### config.mk
export PLATFORM = sky130hd
export DESIGN_NAME = vcmp_cond_unit
export DESIGN_NICKNAME = d
export VERILOG_FILES = /design/src/rtl/vcmp_pkg.sv /design/src/rtl/vcmp_lane_order.sv /design/src/rtl/vcmp_flag_store.sv /design/src/rtl/vcmp_branch_eval.sv /design/src/rtl/vcmp_cond_unit.sv
export SDC_FILE = /design/constraint.sdc
export NUM_CORES = 1
export LEC_CHECK = 0
export BUFFER_PORTS_ARGS = -buffer_cell sky130_fd_sc_hd__buf_2
export CORE_AREA = 2 2 115 117
export CTS_CLUSTER_DIAMETER = 40
export DETAILED_ROUTE_END_ITERATION = 12
export DIE_AREA = 0 0 117 119
export GPL_TIMING_DRIVEN = 0
export PLACE_DENSITY_LB_ADDON = 0.2
export SLEW_MARGIN = 20
export SYNTH_ARGS = -nofsm -noshare
export SYNTH_HDL_FRONTEND = slang
export SYNTH_SLANG_ARGS = --single-unit
### constraint.sdc
create_clock -name clk -period 1.32 [get_ports clk]
set_input_delay 0.132 -clock clk [delete_from_list [all_inputs] [get_ports clk]]
set_output_delay 0.132 -clock clk [all_outputs]
set_load 0.02 [all_outputs]
### src/rtl/vcmp_pkg.sv
package vcmp_pkg;

   typedef enum logic [2:0] {
      REL_EQ  = 3'd0,
      REL_NE  = 3'd1,
      REL_LT  = 3'd2,
      REL_LE  = 3'd3,
      REL_GT  = 3'd4,
      REL_GE  = 3'd5,
      REL_T6  = 3'd6,
      REL_T7  = 3'd7
   } rel_code_e;

   typedef enum logic [1:0] {
      MRG_OR  = 2'd0,
      MRG_AND = 2'd1,
      MRG_Y   = 2'd2,
      MRG_X   = 2'd3
   } merge_mode_e;

   typedef struct packed {
      logic eq;
      logic lt;
      logic gt;
      logic unord;
   } rel_flags_t;

   // Turns the raw ordering flags into the result of one relation code.
   function automatic logic rel_apply(rel_code_e code, rel_flags_t f);
      logic r;
      case (code)
         REL_EQ:  r = f.eq;
         REL_NE:  r = ~f.eq | f.unord;
         REL_LT:  r = f.lt;
         REL_LE:  r = f.lt | f.eq;
         REL_GT:  r = f.gt;
         REL_GE:  r = f.gt | f.eq;
         default: r = 1'b1;
      endcase
      if (f.unord && code != REL_NE && code != REL_T6 && code != REL_T7)
         r = 1'b0;
      return r;
   endfunction

endpackage

### src/rtl/vcmp_lane_order.sv
module vcmp_lane_order
   import vcmp_pkg::*;
#(
   parameter int EXP_W     = 8,
   parameter int MAN_W     = 23,
   parameter bit NAN_AWARE = 1'b1,
   localparam int LANE_W   = 1 + EXP_W + MAN_W
) (
   input  logic [LANE_W-1:0] lane_a,
   input  logic [LANE_W-1:0] lane_b,
   output rel_flags_t        order
);

   localparam int MAG_W = EXP_W + MAN_W;

   logic             sign_a, sign_b;
   logic [MAG_W-1:0] mag_a, mag_b;
   logic             zero_pair;
   logic             unord;

   assign sign_a    = lane_a[LANE_W-1];
   assign sign_b    = lane_b[LANE_W-1];
   assign mag_a     = lane_a[MAG_W-1:0];
   assign mag_b     = lane_b[MAG_W-1:0];
   assign zero_pair = ~|mag_a & ~|mag_b;

   generate
      if (NAN_AWARE) begin : g_nan_detect
         logic nan_a, nan_b;
         assign nan_a = (&mag_a[MAG_W-1:MAN_W]) & (|mag_a[MAN_W-1:0]);
         assign nan_b = (&mag_b[MAG_W-1:MAN_W]) & (|mag_b[MAN_W-1:0]);
         assign unord = nan_a | nan_b;
      end else begin : g_nan_blind
         assign unord = 1'b0;
      end
   endgenerate

   logic eq_raw, lt_raw;

   always_comb begin
      eq_raw = zero_pair | (lane_a == lane_b);
      if (zero_pair) begin
         lt_raw = 1'b0;
      end else begin
         case ({sign_a, sign_b})
            2'b10:   lt_raw = 1'b1;
            2'b01:   lt_raw = 1'b0;
            2'b00:   lt_raw = mag_a < mag_b;
            default: lt_raw = mag_a > mag_b;
         endcase
      end
   end

   assign order.eq    = eq_raw & ~unord;
   assign order.lt    = lt_raw & ~unord;
   assign order.gt    = ~eq_raw & ~lt_raw & ~unord;
   assign order.unord = unord;

endmodule

### src/rtl/vcmp_flag_store.sv
module vcmp_flag_store #(
   parameter int NUM_FLAGS = 2
) (
   input  logic                 clk,
   input  logic                 rst_n,
   input  logic                 load,
   input  logic [NUM_FLAGS-1:0] next_flags,
   output logic [NUM_FLAGS-1:0] flags
);

   always_ff @(posedge clk or negedge rst_n) begin
      if (!rst_n)
         flags <= '0;
      else if (load)
         flags <= next_flags;
   end

endmodule

### src/rtl/vcmp_branch_eval.sv
module vcmp_branch_eval
   import vcmp_pkg::*;
(
   input  logic        flag_x,
   input  logic        flag_y,
   input  logic        ref_x,
   input  logic        ref_y,
   input  merge_mode_e mode,
   output logic        taken
);

   logic hit_x, hit_y;

   assign hit_x = ~(flag_x ^ ref_x);
   assign hit_y = ~(flag_y ^ ref_y);

   always_comb begin
      case (mode)
         MRG_OR:  taken = hit_x | hit_y;
         MRG_AND: taken = hit_x & hit_y;
         MRG_Y:   taken = hit_y;
         default: taken = hit_x;
      endcase
   end

endmodule

### src/rtl/vcmp_cond_unit.sv
module vcmp_cond_unit
   import vcmp_pkg::*;
#(
   parameter int EXP_W     = 8,
   parameter int MAN_W     = 23,
   parameter int NUM_LANES = 4,
   parameter int INSTR_W   = 32,
   parameter int X_LANE    = 0,
   parameter int Y_LANE    = 1,
   parameter int XOP_LSB   = 24,
   parameter int YOP_LSB   = 21,
   parameter bit NAN_AWARE = 1'b1,
   localparam int LANE_W   = 1 + EXP_W + MAN_W,
   localparam int VEC_W    = NUM_LANES * LANE_W
) (
   input  logic               clk,
   input  logic               rst_n,
   input  logic               cmp_valid,
   input  logic [INSTR_W-1:0] cmp_instr,
   input  logic [VEC_W-1:0]   src1_vec,
   input  logic [VEC_W-1:0]   src2_vec,
   input  logic [1:0]         br_mode,
   input  logic               br_ref_x,
   input  logic               br_ref_y,
   output logic               flag_x,
   output logic               flag_y,
   output logic               br_taken
);

   localparam int OP_W     = 3;
   localparam int NUM_CH   = 2;

   // Elaboration-time parameter checks
   generate
      if (X_LANE >= NUM_LANES || Y_LANE >= NUM_LANES) begin : g_bad_lane
         $error("vcmp_cond_unit: lane index outside the vector");
      end
      if (XOP_LSB + OP_W > INSTR_W || YOP_LSB + OP_W > INSTR_W) begin : g_bad_field
         $error("vcmp_cond_unit: relation field outside the instruction word");
      end
      if (EXP_W < 2 || MAN_W < 1) begin : g_bad_fmt
         $error("vcmp_cond_unit: float format too narrow");
      end
   endgenerate

   // Channel 0 = x, channel 1 = y
   localparam int CH_LANE [NUM_CH] = '{X_LANE, Y_LANE};
   localparam int CH_OP   [NUM_CH] = '{XOP_LSB, YOP_LSB};

   logic [NUM_CH-1:0] ch_result;
   logic [NUM_CH-1:0] stored;

   genvar ch;
   generate
      for (ch = 0; ch < NUM_CH; ch++) begin : g_chan
         rel_flags_t  order;
         rel_code_e   code;

         assign code = rel_code_e'(cmp_instr[CH_OP[ch] +: OP_W]);

         vcmp_lane_order #(
            .EXP_W     (EXP_W),
            .MAN_W     (MAN_W),
            .NAN_AWARE (NAN_AWARE)
         ) u_order (
            .lane_a (src1_vec[CH_LANE[ch]*LANE_W +: LANE_W]),
            .lane_b (src2_vec[CH_LANE[ch]*LANE_W +: LANE_W]),
            .order  (order)
         );

         assign ch_result[ch] = rel_apply(code, order);
      end
   endgenerate

   vcmp_flag_store #(
      .NUM_FLAGS (NUM_CH)
   ) u_flags (
      .clk        (clk),
      .rst_n      (rst_n),
      .load       (cmp_valid),
      .next_flags (ch_result),
      .flags      (stored)
   );

   assign flag_x = stored[0];
   assign flag_y = stored[1];

   vcmp_branch_eval u_branch (
      .flag_x (stored[0]),
      .flag_y (stored[1]),
      .ref_x  (br_ref_x),
      .ref_y  (br_ref_y),
      .mode   (merge_mode_e'(br_mode)),
      .taken  (br_taken)
   );

endmodule

* Yosys cells after proc, flatten, opt, wreduce, memory -nomap -nowiden
Cells that the tools add are included.
Widths: inputs -> output; s select.
** Operators by class
- $lt $le $gt $ge :: 4
- Bitwise operators :: 38
- Reduce and logical (&&, ||, !) cells :: 27
- Muxes and demuxes :: 9
- Equality and inequality tests :: 24
** Operators by type and width (number)
- $reduce_or 31->1 :: 4
- $reduce_or 23->1 :: 4
- $eq 32x32->1 :: 2
- $gt 31x31->1 :: 2
- $lt 31x31->1 :: 2
- $reduce_and 8->1 :: 4
- $and 1x1->1 :: 15
- $eq 3x2->1 const B :: 4
- $eq 3x3->1 const B :: 4
- $ne 3x3->1 const B :: 4
- $pmux 1 s6 :: 2
- $or 1x1->1 :: 11
- $not 1->1 :: 10
- $pmux 1 s3 :: 3
- $eq 2x1->1 const B :: 3
- $eq 2x2->1 const B :: 3
- $eq 3x1->1 const B :: 2
- $logic_and 1x1->1 :: 6
- $logic_not 2->1 :: 3
- $logic_not 3->1 :: 2
- $ne 3x1->1 const B :: 2
- $logic_not 1->1 :: 4
- $mux 1 :: 4
- $xor 1x1->1 :: 2
** Word-level totals
- Output and inout bits :: 3
- Register bits :: 2

* Longest topological paths before layout
- Word-level depth :: 10
- Gate-level depth with buffers :: 9

* By module
Synthesis repeated with hierarchy kept, for this count alone.
** Second synthesis, totals
- Cells, all modules :: 353
- Area total of the unflattened synthesis :: 2438.6 µm²
** Modules (own cells, without submodules)
- vcmp_lane_order :: cells an instance 163, area each 1102.3 µm², instances 2
- vcmp_cond_unit :: cells an instance 18, area each 122.6 µm², instances 1
- vcmp_flag_store :: cells an instance 4, area each 72.6 µm², instances 1
- vcmp_branch_eval :: cells an instance 5, area each 38.8 µm², instances 1

* Worst setup path after synthesis
No wires, ideal clock.
- Path kind :: input -> register
- Start :: input src2_vec[45]
- End :: register u_flags.flags[1]
- Library setup time :: 0.133 ns
- Arrival time :: 2.108 ns
- Cell stages on the path :: 9
- Slack :: -0.922 ns
- Path through :: inv_1 > ha_1 > nand4_1 > or4_4 > nor4b_4 > o211ai_2 > mux2_4 > o31ai_1 > nand3_1
** Between the ends
- Word-level cells in the longest chain between the ends :: 10
** Ends and longest elaborated chain
- start, declared :: line vcmp_cond_unit.sv:21 : input logic [VEC_W-1:0] src2_vec,
- branches (longest 9 deep; another with $gt 31x31->1)
- $mux 1 (*) :: line vcmp_pkg.sv:40 : if (f.unord && code != REL_NE && code != REL_T6 && code != REL_T7)
- end signal, assigned :: line vcmp_flag_store.sv:15 : flags <= next_flags;
- end, declared :: line vcmp_flag_store.sv:8 : output logic [NUM_FLAGS-1:0] flags
Mark *: on every way between the ends.
A chain may end at the register's enable or synchronous reset.

* Final worst setup path
- Start :: input src1_vec[46]
- End :: register u_flags.flags[1]
** Between the ends
- Word-level cells in the longest chain between the ends :: 10
** Ends and longest elaborated chain
- start, declared :: line vcmp_cond_unit.sv:20 : input logic [VEC_W-1:0] src1_vec,
- branches (longest 9 deep; another with $gt 31x31->1)
- $mux 1 (*) :: line vcmp_pkg.sv:40
Marked as above.

==> reports/results.ini <==
[timing]
worst_slack_ps=-910
final.min_clock_period_ps=2230
setup_viol=2
slew_violations=0
grt_setup_unrepaired=true
clock_skew_ps=0
fin_crit_sh=1.69
max_freq_mhz=448
worst_slew_pin_slew_ps=638
hold_viol_final=0
maxSlewHeadroom=0.571
fin_setup_tns_ps=-1460

[placed_design]
placed_cell_area_sq_um=3480
hpwlAfterDp_mm=8.43
post-place-ws_ps=-1230
gp_congestion=0.862
io_buffers=143
dp_cells=668

[layout]
layout-drive-gt1-share=0.445
largest_reg_flops=2
fin_nets=871
final_cell_area_sq_um=4230
instances_no_fill=684
largestRegisters=u_flags.flags x2
layout_common_cells=107 x buf_2, 49 x inv_1, 48 x ha_1
syn_to_final_growth_pct=70.2
final_common_cell=buf_2
regMostFlops=u_flags.flags
fillers=1391

[outcome]
status=finished, violations left
violations=setup timing

[routing]
via_count=3192
ant_nets=0
route.detailed.drc=0
via_per_inst=4.67
dr.pass1.iters=4
drt_iter0_drc=103
routedWlPerCell_microns=14.0
routed_wl_mm=9.56

[clock_tree]
htreeDepth=1
tritoncts=yes
clock-sinks=2
clk_path_buf_depth=2
cts_buffers=3
cts-root-buf=clkbuf_16
clk-insertion-delay-late_ps=220
path_clk_slew_ps=30

[die]
rows=42
die_h_microns=119
core_sq_um=12900
dieArea_sq_um=13900
die_w_microns=117
start_util=0.193
num_io_pins=298

[worst_setup_path]
max_stage_delay_ps=610
crit_path_top_delay_cell=or4_4
worst_r2r_path_depth=4
cp_cell_sequence=buf_6 -> ha_4 -> nand4_1 -> or4_4 -> nor4b_4 -> o211ai_2 -> mux2_4 -> o31ai_4 -> nand3_2
critPathTopFamily=simple AND/OR/NAND/NOR gates
cp_max_fo=3
cp.arrival_ps=2320
path_buf_inv=1
crit_type=in -> reg
startpoint_type=input port
worstPathRequired_ps=1410
endpoint_kind=register
crit_cells=9

[synth]
synth_fp_nets=712
ys_async_sr_fraction=1.00
ys_types=47
synth-simple-area-share=0.327
syn_area_sq_um=2480
synth-seq-area-share=0.0201
synth_compound_area_frac=0.188
synth_top_family_by_area=adder cells
synth_xor_area_frac=0.0106
synth_edf_count=0
synth-main-ff-cell=dfrtp_1
ys_ff_latch=2
synth_fa_ha_area_frac=0.342
yosysWarningCount=0
synth.avg_cell_area_sq_um=7.12
postSynthCellCount=349
synthMuxAreaShare=0.00604

[grt]
antenna_found_initial=3
grt_first_pass_wirelength_mm=15.2
grt_pass1_vias=3373
grt_overflow_total=0
grt_max_degree=6
grt.total_usage=0.134

[power]
ir_worst_vdd_mv=0.323
p_leak_nw=2.01
p_total_mw=1.69
pwr_density_cell_nw_per_um2=400

[job]
maxCapViolCount=0

[hold_path]
hp-class=in -> reg
hold_depth=3

==> cell type report <==
cell class	instances	area [sq um]	area share
inverters	70	278	0.0657
flip-flops and latches	2	50.0	0.0118
multi-input cells	277	2560	0.605
clock buffers	3	75.1	0.0177
well taps	176	220	0.0521
diodes	2	5.00	0.00118
repair buffers	154	1040	0.247
==> cells in the mapped netlist (2+ instances only) <==
cell | count | share of area
nor3b_1 | 3 | 0.0091
nand2_1 | 18 | 0.027
o31a_1 | 3 | 0.011
a21oi_1 | 24 | 0.048
ha_1 | 68 | 0.34
nand2b_1 | 2 | 0.0050
nor2_1 | 17 | 0.026
dfrtp_1 | 2 | 0.020
and4_1 | 2 | 0.0071
a21boi_0 | 3 | 0.0091
a21o_1 | 4 | 0.012
a211oi_1 | 4 | 0.012
nand3b_1 | 2 | 0.0060
o2111ai_1 | 2 | 0.0071
nand4_1 | 26 | 0.065
o21ai_1 | 6 | 0.012
nor4_1 | 33 | 0.083
a221oi_1 | 2 | 0.0071
inv_1 | 70 | 0.11
o31ai_1 | 3 | 0.0091
o311ai_0 | 2 | 0.0071
o211ai_1 | 3 | 0.0091
nand3_1 | 8 | 0.016
nor3_1 | 10 | 0.020
nand4_2 | 4 | 0.020
xor2_1 | 2 | 0.0071
o21ai_0 | 6 | 0.012
==> through the flow <==
stage | util | hold slack, ps
floorplan | - | -164
finish | 0.329 | 243
global route | 0.328 | 253
detailed placement | 0.270 | -79.5
CTS | 0.317 | 249
global placement | 0.270 | -81.8
==> logic make-up (layout without fill, tap and decap cells) <==
family,Yosys count,in the layout
AND/OR/NAND/NOR,134,134
adder cells (fa/ha/maj),68,68
buffers and inverters,70,227
flip-flops,2,2
XOR/XNOR,3,3
other,0,2
AO/OA/AOI/OAI,71,71
multiplexers,1,1
==> power by group <==
| part | internal (mW) | switching (mW) | leakage (nW) | total, mW |
|---|---|---|---|---|
| Combinational | 0.592 | 0.563 | 1.95 | 1.15 |
| Clock | 0.386 | 0.0716 | 0.0370 | 0.457 |
| Sequential | 0.0698 | 0.00979 | 0.0205 | 0.0796 |
==> worst min-delay path, stage by stage <==
cell	delay [ps]
buf_2	130
nand4_1	70
o211ai_1	80
==> final timing paths <==
check	startpoint	endpoint	slack, ps
max in group asynchronous	rst_n	u_flags.flags[0]	970
setup reg to reg	u_flags.flags[0]	u_flags.flags[0]	40
min in group asynchronous	rst_n	u_flags.flags[1]	250
hold / removal	cmp_instr[25]	u_flags.flags[0]	240
hold reg to reg	u_flags.flags[0]	u_flags.flags[0]	710
setup / recovery	src1_vec[46]	u_flags.flags[1]	-910
==> routing by layer <==
layer,track usage,up-vias,share of wire
met5,0,-,0.0014
met3,0.0407,8,0.088
met1,0.158,1417,0.43
met4,0.0110,2,0.0062
met2,0.245,118,0.48
li1,-,1647,-
==> what timing repair did <==
action                     CTS  global route
pin swaps                   29            17
buffers inserted             8             2
setup endpoints to repair    2             3
hold buffers                 1             0
cloned                       0             0
resized for setup           84            32
hold endpoints to repair     2             0
No activity file was read; power rests on OpenSTA's default activity.
